$ cat src/rtl/wave_voice.sv
module wave_voice #(
  parameter int INT_W  = 20,
  parameter int FRAC_W = 9,
  parameter int STEP_W = 16
) (
  input  logic              clk,
  input  logic              rst,
  input  logic              wr_en,
  input  logic [2:0]        wr_sel,
  input  logic [15:0]       wr_data,
  input  logic              tick,
  output logic              mem_rd,
  output logic [INT_W-1:0]  mem_addr,
  input  logic [31:0]       mem_rdata,
  output logic              sample_valid,
  output logic [15:0]       sample
);
  localparam int A_W  = INT_W + FRAC_W;
  localparam int A_W1 = A_W + 1;
  localparam int HI_W = A_W - 16;

  logic [A_W-1:0]    start_q, end_q, cur_q, nxt;
  logic [STEP_W-1:0] step_q;
  logic stop_q, wide_q, bidir_q, bwd_q, nxt_bwd;
  logic rd_q, out_q, wide_l, stop_l;
  logic [FRAC_W-1:0] frac_q;

  wire [A_W:0] inc = {1'b0, cur_q} + A_W1'(step_q);
  wire [A_W:0] dec = {1'b0, cur_q} - A_W1'(step_q);
  wire past_end   = inc >= {1'b0, end_q};
  wire past_start = dec[A_W] || (dec[A_W-1:0] < start_q);
  wire [A_W-1:0] fwd_wrap = start_q + A_W'(inc[FRAC_W-1:0]);
  wire [A_W-1:0] bwd_wrap = end_q - A_W'(1 << FRAC_W) + A_W'(dec[FRAC_W-1:0]);

  always_comb begin
    nxt     = cur_q;
    nxt_bwd = bwd_q;
    if (!stop_q) begin
      if (!bwd_q) begin
        if (!past_end)     nxt = inc[A_W-1:0];
        else if (bidir_q) begin nxt = inc[A_W-1:0]; nxt_bwd = 1'b1; end
        else               nxt = fwd_wrap;
      end else begin
        if (!past_start)   nxt = dec[A_W-1:0];
        else if (bidir_q) begin nxt = dec[A_W-1:0]; nxt_bwd = 1'b0; end
        else               nxt = bwd_wrap;
      end
    end
  end

  always_ff @(posedge clk) begin
    if (rst) begin
      start_q <= '0; end_q <= '0; cur_q <= '0; step_q <= '0;
      stop_q <= 1'b1; wide_q <= 1'b0; bidir_q <= 1'b0; bwd_q <= 1'b0;
      rd_q <= 1'b0; out_q <= 1'b0; wide_l <= 1'b0; stop_l <= 1'b1;
      frac_q <= '0;
    end else begin
      rd_q  <= tick;
      out_q <= rd_q;
      if (rd_q) begin
        frac_q <= cur_q[FRAC_W-1:0];
        wide_l <= wide_q;
        stop_l <= stop_q;
      end
      if (tick) begin
        cur_q <= nxt;
        bwd_q <= nxt_bwd;
      end
      if (wr_en) begin
        case (wr_sel)
          3'd0: start_q[15:0]    <= wr_data;
          3'd1: start_q[A_W-1:16] <= wr_data[HI_W-1:0];
          3'd2: end_q[15:0]      <= wr_data;
          3'd3: end_q[A_W-1:16]  <= wr_data[HI_W-1:0];
          3'd4: cur_q[15:0]      <= wr_data;
          3'd5: cur_q[A_W-1:16]  <= wr_data[HI_W-1:0];
          3'd6: step_q           <= wr_data[STEP_W-1:0];
          default: begin
            stop_q  <= wr_data[0];
            wide_q  <= wr_data[2];
            bidir_q <= wr_data[4];
            bwd_q   <= wr_data[6];
          end
        endcase
      end
    end
  end

  assign mem_rd       = rd_q;
  assign mem_addr     = cur_q[A_W-1:FRAC_W];
  assign sample_valid = out_q;

  wire [7:0] b0 = mem_rdata[7:0];
  wire [7:0] b1 = mem_rdata[15:8];
  wire [7:0] b2 = mem_rdata[23:16];
  wire [7:0] b3 = mem_rdata[31:24];
  wire [15:0] w1 = wide_l ? {b1, b0} : {b0, 8'h00};
  wire [15:0] w2 = wide_l ? {b3, b2} : {b1, 8'h00};
  wire signed [16:0] diff = $signed({w2[15], w2}) - $signed({w1[15], w1});
  wire signed [26:0] prod = 27'(diff) * 27'($signed({1'b0, frac_q}));
  wire signed [26:0] part = prod >>> FRAC_W;
  wire [15:0] blend = w1 + part[15:0];

  assign sample = (out_q && !stop_l) ? blend : 16'h0000;
endmodule


$ cat config.mk
export PLATFORM = sky130hd
export DESIGN_NAME = wave_voice
export DESIGN_NICKNAME = d
export VERILOG_FILES = /design/src/rtl/wave_voice.sv
export SDC_FILE = /design/constraint.sdc
export NUM_CORES = 1
export LEC_CHECK = 0
export BUFFER_PORTS_ARGS = -buffer_cell sky130_fd_sc_hd__buf_2
export CORE_UTILIZATION = 35
export CTS_BUF_LIST = sky130_fd_sc_hd__clkbuf_4 sky130_fd_sc_hd__clkbuf_8
export DETAILED_ROUTE_END_ITERATION = 8
export HOLD_SLACK_MARGIN = 0.05
export SLEW_MARGIN = 20
export SYNTH_ARGS = -nofsm -noshare
export SYNTH_HDL_FRONTEND = slang
export SYNTH_SLANG_ARGS = --single-unit
export TNS_END_PERCENT = 1
$ cat constraint.sdc
create_clock -name clk -period 11.5 [get_ports clk]
set_clock_uncertainty 0.1 [all_clocks]
set_input_delay 1.725 -clock clk [delete_from_list [all_inputs] [get_ports clk]]
set_output_delay 1.725 -clock clk [all_outputs]
set_load 0.01 [all_outputs]
==> key figures <==
Clock tree
  • CTS Buf Count: 17
  • Clock root buffer: clkbuf_8
  • Clock Tree Buf Depth: 2
  • Hold-fix buffers at CTS: 0
  • Skew-Pair Late Insertion Delay: 0.48 ns
  • Clock sinks: 120
  • CTS H-tree lvls: 4
  • Clock transition at the registers of the reported paths: 0.07 ns
  • CTS tree: done

Placement
  • GPL Wtd Cong: 0.9129
  • Post-DP HPWL: 41.03 mm
  • Worst slack at placement: -0.5830 ns
  • Port bufs: between 90 and 100
  • Placed Cells: 2912
  • Dpl cell area: 0.01870 mm2

Critical path
  • Critical path's slowest cell: fa_1
  • Crit path capture type: output port
  • Critical path fanouts, max: 5
  • Max stage delay on crit path: 0.60 ns
  • CP Class: in2out
  • Required time worst endpoint: 9.68 ns
  • CP arrival: between 9 and 10 ns
  • CP Launch Type: input port
  • Most numerous cell on the critical path: fa_1

Layout
  • Filler cells: 4794
  • Final net count: between 2000 and 3000
  • Share of cells above drive strength 1: 18.12%
  • Register area: 0.002402 mm2
  • Design area: 0.01990 mm2
  • Area of the multi-input gates: 0.01369 mm2
  • Final cell count without fillers: 2968
  • Area Overhead vs Synth: 17.27%

Detailed routing
  • Initial DRC count: approximately 1100
  • Pre-Repair DR Iteration Count: 6
  • Antenna Nets Post-Route: 0
  • Wirelength per Cell: 17.32 um
  • Total routed wirelength: 51.42 mm
  • Routed vias: 15630
  • Vias per cell: 5.268
  • DRC viols: 0

Timing
  • Worst slew pin tran: between 0.9 and 1 ns
  • PnR worst setup slack: 0.1496 ns
  • Final hold vios: 0
  • RSZ-0062 raised after global routing: true
  • Worst relative slew slack: 38.44%
  • Setup violations, final: 0
  • Slew Limit Fails: 0
  • Period utilization: 98.70%
  • Fmax: 88.10 MHz
  • Crit path time final: 11.35 ns
  • Worst hold slack: 0.3575 ns

Hold path
  • Hold Path Class: reg2reg

Floorplan
  • Core box area: 0.04775 mm2
  • Die area: 0.04937 mm2
  • Chip Width: between 200 and 250 um
  • Chip height: about 220 um
  • Cell Rows: 80
  • Initial core utilization: 35.54%
  • I/O Pins: 93

Power and ir drop
  • Maximum VDD drop: 0.1264 mV
  • Tot Pwr: roughly 1.7 mW
  • Static Leak: between 9 and 10 nW
  • Pwr dens: 84.58 mW/mm2

Logic synthesis
  • Post-Synthesis Net Count: 2556
  • Synthesis Warnings: 0
  • Area of the mapped netlist: around 0.017 mm2
  • Sequential share of the synthesized area: 14.16%
  • Ys flop type: dfxtp_1
  • Yosys reg bits: 120
  • Post-synth EDFFs: 0
  • Syn Inst Count: 2184
  • Async set-or-reset flop fraction in the synthesized netlist: 0%
  • Count of cell types in the netlist: 81
  • Syn avg cell area: 7.770 um2

Global routing
  • Vias in the first global route: 15540
  • First-pass GRT wire length: slightly above 80 mm
  • GRT Total Usage: 20.77%
  • Initial antenna violation count: 1
  • Largest net degree at the start of global routing: 67
  • Total grt overflow: 0

Status
  • Status: finished clean

Flow run
  • Max_cap viols: 0
-- report_power, final --
group          leakage [nW]  switching [mW]  internal [mW]  total [mW]
logic                  8.10           0.477          0.342       0.819
clock network         0.209           0.192          0.224       0.416
registers             0.973          0.0215          0.427       0.449
-- path summary, 6_finish.rpt --
| check | start | to | slack (ns) | cells after the start |
|---|---|---|---|---|
| worst min-delay path | end_q[25]$_SDFFE_PP0P_ | end_q[25]$_SDFFE_PP0P_ | 0.36 | 2 |
| worst min register to register | end_q[25]$_SDFFE_PP0P_ | end_q[25]$_SDFFE_PP0P_ | 0.36 | 2 |
| worst max register to register | cur_q[0]$_SDFF_PP0_ | cur_q[8]$_SDFF_PP0_ | 4.95 | 22 |
| worst max-delay path | mem_rdata[17] | sample[15] | 0.15 | 40 |
-- what timing repair did --
action,in CTS,in global routing
cloned,0,0
pin swaps,29,110
endpoints found under the setup margin,6,8
buffers inserted,9,13
resized for setup,54,82
-- stage by stage --
step	TNS [ns]	utilization, %
after floorplan	0	-
after global placement	-1.309	39.16
after detailed placement	-1.974	39.16
after CTS	-0.01384	40.67
after global routing	-0.4268	41.67
final	0	41.68
-- cells in the mapped netlist, types with 32 or more instances --
cell,n,area (um2)
nor2_1,137,514.2
ha_1,190,2377
xnor2_1,108,945.9
xor2_1,32,280.3
nor3_1,43,215.2
dfxtp_1,120,2402
inv_1,254,953.4
mux2i_1,34,340.3
a21oi_1,159,795.8
nand2_1,297,1115
o21ai_0,82,410.4
and2_1,89,556.8
clkbuf_1,78,292.8
nand3_1,37,185.2
fa_1,127,2542
-- logic make-up (layout without fill, tap and decap cells) --
logic type,count (synthesis),after routing,share of synthesized area (%)
muxes,53,53,3.267
adders and majority gates,317,317,28.99
AOI/OAI and AO/OA,430,430,16.15
DFF,120,120,14.16
xor gates and xnor gates,140,140,7.226
buffers and inverters,367,534,8.664
and+or+nand+nor,757,757,21.55
other,0,2,0
-- cell usage in the layout, fill, tap and decap left out, types with 8 or more instances in the layout --
master / count
xnor2_2: 8
xor2_1: 32
a21oi_2: 9
nand2_1: 290
a31oi_1: 14
nor2_1: 127
a211oi_1: 24
and2_1: 86
fa_1: 122
mux2i_1: 34
xnor2_1: 100
or3_1: 17
inv_1: 246
nor4_1: 10
nand2b_1: 23
and3_1: 20
a21oi_1: 149
a311oi_1: 11
clkbuf_8: 18
nor2b_1: 23
ha_4: 11
o21ai_2: 8
buf_2: 90
mux2_2: 19
o21ai_0: 69
o211ai_1: 13
nand3_1: 33
ha_1: 173
a21o_1: 30
dfxtp_1: 120
inv_2: 8
o21a_1: 16
nor2_2: 11
o21bai_1: 9
nand4_1: 20
nor3_1: 40
buf_4: 151
-- per-layer routing --
layer	up-vias	global-route usage (%)	routed length (um)
met3	71	2.314	2869
met5	-	0	0
met2	479	33.18	22920
li1	7626	-	-
met4	0	6.272	1278
met1	7458	29.24	24350
-- state kept, by name, indices dropped and copies added, names as in the netlist, 9 cells and up --
| signal | count |
|---|---|
| step_q | 16 |
| frac_q | 9 |
| cur_q | 29 |
| end_q | 29 |
| start_q | 29 |
-- layout make-up --
| cell class | instances | share of cell area, % |
|---|---|---|
| Multi-Input combinational cell | 1697 | 68.80 |
| Sequential cell | 120 | 12.07 |
| Timing Repair Buffer | 247 | 8.344 |
| Clock buffer | 20 | 1.320 |
| Tap cell | 615 | 3.867 |
| Clock inverter | 12 | 0.7608 |
| Inverter | 255 | 4.810 |
| Antenna cell | 2 | 0.02515 |
-- critical path, delay by kind of cell --
| kind | cells | cell delay [ns] |
|---|---|---|
| xor gates and xnor gates | 4 | 0.73 |
| AOI/OAI and AO/OA | 15 | 2.36 |
| buffers and inverters | 6 | 0.56 |
| adders and majority gates | 8 | 3.31 |
| and+or+nand+nor | 7 | 0.84 |
Power figures use the tool's default switching activity.
